$ cat src/rtl/ctl_in_pkg.sv
package ctl_in_pkg;

    // Reply chosen for an IN token; the codes are visible on resp_kind.
    typedef enum logic [1:0] {
        RK_NAK   = 2'd0,
        RK_FULL  = 2'd1,
        RK_SHORT = 2'd2,
        RK_ZLP   = 2'd3
    } resp_kind_e;

endpackage

$ cat src/rtl/ctl_in_store.sv
module ctl_in_store #(
    parameter int DEPTH = 64,
    parameter int DW    = 8,
    localparam int AW   = $clog2(DEPTH)
) (
    input  logic          clk,
    input  logic          we,
    input  logic [AW-1:0] waddr,
    input  logic [DW-1:0] wdata,
    input  logic [AW-1:0] raddr,
    output logic [DW-1:0] rdata
);

    logic [DW-1:0] mem [DEPTH];

    always_ff @(posedge clk) begin
        if (we) begin
            mem[waddr] <= wdata;
        end
    end

    assign rdata = mem[raddr];

endmodule

$ cat src/rtl/ctl_in_pick.sv
module ctl_in_pick
    import ctl_in_pkg::*;
#(
    parameter int MPS = 8,
    parameter int PW  = 7
) (
    input  logic [PW-1:0] avail,
    input  logic          send_en,
    input  logic          eod,
    output resp_kind_e    kind,
    output logic [PW-1:0] len
);

    always_comb begin
        kind = RK_NAK;
        len  = '0;
        if (send_en) begin
            if (avail >= PW'(MPS)) begin
                kind = RK_FULL;
                len  = PW'(MPS);
            end else if (eod) begin
                if (avail == '0) begin
                    kind = RK_ZLP;
                end else begin
                    kind = RK_SHORT;
                    len  = avail;
                end
            end
        end
    end

endmodule

$ cat src/rtl/ctl_in_fifo.sv
module ctl_in_fifo
    import ctl_in_pkg::*;
#(
    parameter int DEPTH = 64,
    parameter int MPS   = 8,
    parameter int DW    = 8,
    localparam int AW   = $clog2(DEPTH),
    localparam int PW   = AW + 1
) (
    input  logic          clk,
    input  logic          rst_n,
    input  logic          cpu_wr_en,
    input  logic [DW-1:0] cpu_wr_data,
    output logic [DW-1:0] cpu_rd_data,
    input  logic          reg_wr,
    input  logic          reg_send_en,
    input  logic          reg_eod,
    output logic          send_en,
    output logic          eod,
    output logic          data_present,
    output logic          overflow,
    input  logic          in_token,
    output logic          resp_valid,
    output logic [1:0]    resp_kind,
    output logic [PW-1:0] resp_len,
    input  logic          tx_pull,
    output logic [DW-1:0] tx_data,
    input  logic          tx_ack,
    input  logic          tx_timeout,
    input  logic          setup_evt,
    input  logic          status_evt
);

    // Pointers carry one extra bit so that full and empty differ.
    typedef struct packed {
        logic [PW-1:0] wp;      // next write slot
        logic [PW-1:0] rp;      // next byte handed to the engine
        logic [PW-1:0] sp;      // first byte of the unacknowledged packet
        logic          send_en;
        logic          eod;
        logic          ovf;
        logic          busy;    // packet outstanding
        resp_kind_e    kind;
        logic          rvalid;
        logic [PW-1:0] rlen;
    } state_t;

    state_t st_d, st_q;

    logic [PW-1:0] avail;
    logic          full;
    logic          flush;
    logic          wr_ok;
    resp_kind_e    pk_kind;
    logic [PW-1:0] pk_len;
    logic          pkt_busy;

    assign avail    = st_q.wp - st_q.sp;
    assign full     = (avail == PW'(DEPTH));
    assign flush    = setup_evt || status_evt;
    assign wr_ok    = cpu_wr_en && !full && !flush;
    assign pkt_busy = st_q.busy;

    ctl_in_pick #(
        .MPS (MPS),
        .PW  (PW)
    ) u_pick (
        .avail   (avail),
        .send_en (st_q.send_en),
        .eod     (st_q.eod),
        .kind    (pk_kind),
        .len     (pk_len)
    );

    ctl_in_store #(
        .DEPTH (DEPTH),
        .DW    (DW)
    ) u_store (
        .clk   (clk),
        .we    (wr_ok),
        .waddr (st_q.wp[AW-1:0]),
        .wdata (cpu_wr_data),
        .raddr (st_q.rp[AW-1:0]),
        .rdata (tx_data)
    );

    always_comb begin
        st_d        = st_q;
        st_d.rvalid = 1'b0;

        // Software write of the control bits.
        if (reg_wr) begin
            st_d.send_en = reg_send_en;
            st_d.eod     = reg_eod;
        end

        // CPU byte push; a full buffer drops it and flags the loss.
        if (cpu_wr_en) begin
            if (full) begin
                st_d.ovf = 1'b1;
            end else begin
                st_d.wp = st_q.wp + 1'b1;
            end
        end

        // Engine pulls the next byte of the outstanding packet.
        if (tx_pull && st_q.busy) begin
            st_d.rp = st_q.rp + 1'b1;
        end

        // Reply selection for an IN token.
        if (in_token && !st_q.busy) begin
            st_d.rvalid = 1'b1;
            st_d.kind   = pk_kind;
            st_d.rlen   = pk_len;
            st_d.busy   = (pk_kind != RK_NAK);
        end

        // Host accepted the packet: release it and drop the send bit.
        if (tx_ack && st_q.busy) begin
            st_d.sp      = st_q.rp;
            st_d.busy    = 1'b0;
            st_d.send_en = 1'b0;
            if (st_q.kind == RK_SHORT || st_q.kind == RK_ZLP) begin
                st_d.eod = 1'b0;
            end
        end

        // No handshake: rewind so the same bytes go out again.
        if (tx_timeout && st_q.busy) begin
            st_d.rp   = st_q.sp;
            st_d.busy = 1'b0;
        end

        // Protocol flushes override everything above.
        if (flush) begin
            st_d.wp     = '0;
            st_d.rp     = '0;
            st_d.sp     = '0;
            st_d.busy   = 1'b0;
            st_d.eod    = 1'b0;
            st_d.rvalid = 1'b0;
            if (status_evt) begin
                st_d.send_en = 1'b0;
            end
        end
    end

    always_ff @(posedge clk) begin
        if (!rst_n) begin
            st_q <= '{wp: '0, rp: '0, sp: '0, send_en: 1'b0, eod: 1'b0,
                      ovf: 1'b0, busy: 1'b0, kind: RK_NAK, rvalid: 1'b0,
                      rlen: '0};
        end else begin
            st_q <= st_d;
        end
    end

    assign cpu_rd_data  = '0;
    assign send_en      = st_q.send_en;
    assign eod          = st_q.eod;
    assign overflow     = st_q.ovf;
    assign data_present = (st_q.wp != st_q.sp) || st_q.eod;
    assign resp_valid   = st_q.rvalid;
    assign resp_kind    = st_q.kind;
    assign resp_len     = st_q.rlen;

endmodule

$ cat config.mk
export PLATFORM = sky130hd
export DESIGN_NAME = ctl_in_fifo
export DESIGN_NICKNAME = d
export VERILOG_FILES = /design/src/rtl/ctl_in_pkg.sv /design/src/rtl/ctl_in_store.sv /design/src/rtl/ctl_in_pick.sv /design/src/rtl/ctl_in_fifo.sv
export SDC_FILE = /design/constraint.sdc
export NUM_CORES = 1
export LEC_CHECK = 0
export BUFFER_PORTS_ARGS = -buffer_cell sky130_fd_sc_hd__buf_2
export CAP_MARGIN = 30
export CORE_MARGIN = 3
export CORE_UTILIZATION = 30
export DETAILED_ROUTE_END_ITERATION = 10
export GPL_TIMING_DRIVEN = 0
export PLACE_DENSITY = 0.55
export SLEW_MARGIN = 20
export SYNTH_ARGS = -nofsm -noshare
export SYNTH_HDL_FRONTEND = slang
export SYNTH_SLANG_ARGS = --single-unit
$ cat constraint.sdc
create_clock -name clk -period 3.5 [get_ports clk]
set_input_delay 0.35 -clock clk [delete_from_list [all_inputs] [get_ports clk]]
set_output_delay 0.35 -clock clk [all_outputs]
set_load 0.005 [all_outputs]
==> flow_summary_export.csv <==
group,metric,value,unit
grt,grt_use_total,13.97,%
floorplanning,num_rows,98,
pwr,power_density,490.2,nW/µm²
routing,final_antenna_net_count,0,
cells_and_area,drive_gt1_share,37.05,%
timing,skew,32.94,ps
synthesis,synth-warning-count,0,
placement,place_inst,2091,
worst_setup_path,r2r-end,"u_store.mem[56][0]",
cts,clock_sinks,553,
timing,final-max-slew-violation-count,0,
worst_setup_path,critical_path_class,"flop to output port",
synthesis,postSynth.asyncResetShare,0,%
run,cap_violations,0,
grt,grt_overflow,0,
cts,cts_tree,"built",
synthesis,avgSynthCellArea,20.33,µm²
cts,clk_pin_slew,60,ps
cells_and_area,fin_cells,2240,
worst_setup_path,crit_arrival,3100,ps
timing,final-setup-viol-count,0,
worst_setup_path,r2r_cells,11,
timing,tightestPinTransition,1017,ps
floorplanning,coreArea,71730,µm²
routing,via_count,11063,
timing,slew_headroom,31.99,%
placement,io_buffers,39,
pwr,power_leakage,8.118,nW
floorplanning,die_y,275.8,µm
routing,viasPerCell,4.939,
cells_and_area,syn2layout_area_growth,22.47,%
routing,firstDrtPassIters,5,
worst_setup_path,cp-start-kind,"flop",
timing,min_period,3446,ps
worst_setup_path,crit_chain,"clkbuf_4 > clkbuf_2 > mux4_2 > mux4_2 > o22ai_1 > nor2_1 > buf_2",
worst_hold_path,hold_end,"send_en",
routing,wl_per_cell,23.45,µm
grt,grt_pass1_vias,11321,
floorplanning,pin_count,50,
cts,clockBufferDepth,3,
synthesis,synth.most_common_cell,"edfxtp_1",
worst_setup_path,slowest_stage,"mux4_2",
routing,drt-initial-drc-count,1044,
floorplanning,start_util,30.44,%
timing,period_share,98.45,%
synthesis,synth_area,21830,µm²
synthesis,synth-seq-cells,553,
placement,gp_congestion,0.8146,
worst_hold_path,hp-start,"reg_send_en",
worst_setup_path,reg2reg_from,"st_q[28]",
placement,hpwl,35060,µm
synthesis,synth-edff-count,512,
synthesis,netlist_top_cells_count,"edfxtp_1 (512), mux4_2 (160), nor2_1 (86)",
status,status,"completed",
grt,grt_max_degree,65,
cts,htree_num_levels,2,
worst_setup_path,worst-endpoint-required,3150,ps
synthesis,synth_top_area_share,70.42,%
cells_and_area,register_area,16200,µm²
worst_setup_path,crit_fanout,10,
cells_and_area,fill_cells,6499,
grt,grt_pass1_wl,77410,µm
synthesis,ys_seq_area_share,74.18,%
worst_setup_path,slowest_delay,530,ps
worst_hold_path,whs_path_depth,3,
cts,clockRootBuffer,"clkbuf_16",
cells_and_area,num-nets-final,1272,
worst_setup_path,cp-end-kind,"output port",
timing,hold_violations,0,
synthesis,synth_top_flop_cell,"edfxtp_1",
pwr,vdd_drop_max,0.3544,mV
synthesis,yosys.cell_types.count,54,
cells_and_area,num_antenna_cells,0,
synthesis,synth_cells,1074,
routing,route.detailed.drc,0,
cts,cts_buffers,56,
cts,clk_latency,630,ps
timing,fmaxAchievable,290.2,MHz
cells_and_area,multi_input_area,5819,µm²
floorplanning,die_w,275.8,µm
worst_setup_path,crit_top_cell,"mux4_2",
grt,antenna_found_initial,1,
worst_hold_path,hold_path_class,"primary input to flop",
placement,placed_area,23530,µm²
floorplanning,die_area,76050,µm²
synthesis,synthTopCellsByArea,"edfxtp_1 (70%), mux4_2 (17%), dfxtp_1 (3.8%)",
synthesis,yosys.area.top_type,"edfxtp_1",
routing,finalWirelength,52520,µm
worst_setup_path,r2r_slack,170,ps
cells_and_area,design_area,26740,µm²
power breakdown:
group	internal (W)	leakage, nW	switching [W]
Sequential	0.00721	4.93	0.00000164
Combinational	0.0000471	2.34	0.000140
Clock	0.00323	0.848	0.00247
Total	0.0105	8.12	0.00262
cells by family after synthesis:
group | count (synthesis) | share of synthesized area (%)
flops | 553 | 74.18
simple gates | 182 | 3.851
mux | 163 | 16.70
buf+inv | 84 | 2.000
compound gates | 74 | 2.378
fa+ha+maj | 9 | 0.5502
xor+xnor | 8 | 0.3209
other cells | 1 | 0.01718
repair_timing:
item | CTS | global route
setup endpoints to repair | 508 | 481
setup buffers | 23 | 21
pin swaps | 21 | 22
gates resized for setup | 179 | 22
hold buffers | 1 | 0
endpoints found under the hold margin | 1 | 0
per-stage QoR:
stage	hold slack, ps	utilization (%)	power (W)	setup slack, ps	setup TNS, ps
detailed placement	447.7	32.80	0.007539	-597.8	-175750
floorplan	426.3	-	0.007397	69.72	0
CTS	45.85	36.66	0.01324	-44.98	-379.7
global placement	440.9	32.40	0.007517	-1016	-172550
global route	50.90	37.28	0.01353	-21.59	-73.54
finish	78.45	37.28	0.01311	54.25	0
cells in the final DEF, fill, tap and decap left out, drive strengths merged, types with 6 or more instances in the layout:
| cell type | synthesis | final |
|---|---|---|
| nor3 | 6 | 6 |
| mux4 | 160 | 160 |
| conb | 1 | 8 |
| a21oi | 21 | 21 |
| buf | 45 | 151 |
| nand3 | 16 | 16 |
| dfxtp | 41 | 41 |
| nand2 | 34 | 34 |
| nor2 | 86 | 86 |
| o21ai | 9 | 9 |
| and3 | 7 | 7 |
| clkbuf | 24 | 97 |
| edfxtp | 512 | 512 |
| xor2 | 7 | 7 |
| o22ai | 16 | 16 |
| inv | 15 | 15 |
| clkinv | 0 | 24 |
| ha | 8 | 8 |
per-layer routing:
layer | part of all wire (%) | vias to the layer above | wire [µm] | global-route usage [%]
li1 | - | 4758 | - | -
met1 | 43 | 5861 | 22350 | 19.21
met2 | 49 | 363 | 25690 | 22.75
met3 | 5.7 | 81 | 2996 | 2.364
met4 | 2.8 | 0 | 1482 | 4.368
met5 | 0 | - | 0 | 0
worst max path at each step:
| stage | from | end | slack (ps) | cells past startpoint |
|---|---|---|---|---|
| floorplan | st_q[28] | u_store.mem[52][0] | 70 | 12 |
| global placement | st_q[28] | u_store.mem[52][4] | -1020 | 12 |
| detailed placement | st_q[28] | u_store.mem[43][1] | -600 | 11 |
| CTS | st_q[28] | u_store.mem[47][3] | -40 | 11 |
| global route | flop | tx_data[0] | -20 | 7 |
| finish | flop | tx_data[0] | 50 | 7 |
sequential cells by signal, summed over array words and instances (netlist names), 2 cells and up, named ones only:
name	count
u_store.mem	512
st_q	21
resp_len	7
resp_kind	2
critical path, delay by kind of cell, from the launching register on:
family / cells / cell delay (ps)
and+or+nand+nor: 1 / 170
buffers and inverters: 3 / 770
AOI/OAI and AO/OA: 1 / 250
DFF: 1 / 370
muxes: 2 / 910
final cells by class:
cell class,instances,share of cell area (%)
flip-flops and latches,553,60.58
multi-input cells,444,21.76
clock buffers,76,5.756
repair buffers,106,4.455
well taps,950,4.445
plain buffers,67,1.951
clock inverters,29,0.8423
inverters,15,0.2106
No activity file was read; power rests on OpenSTA's default activity.
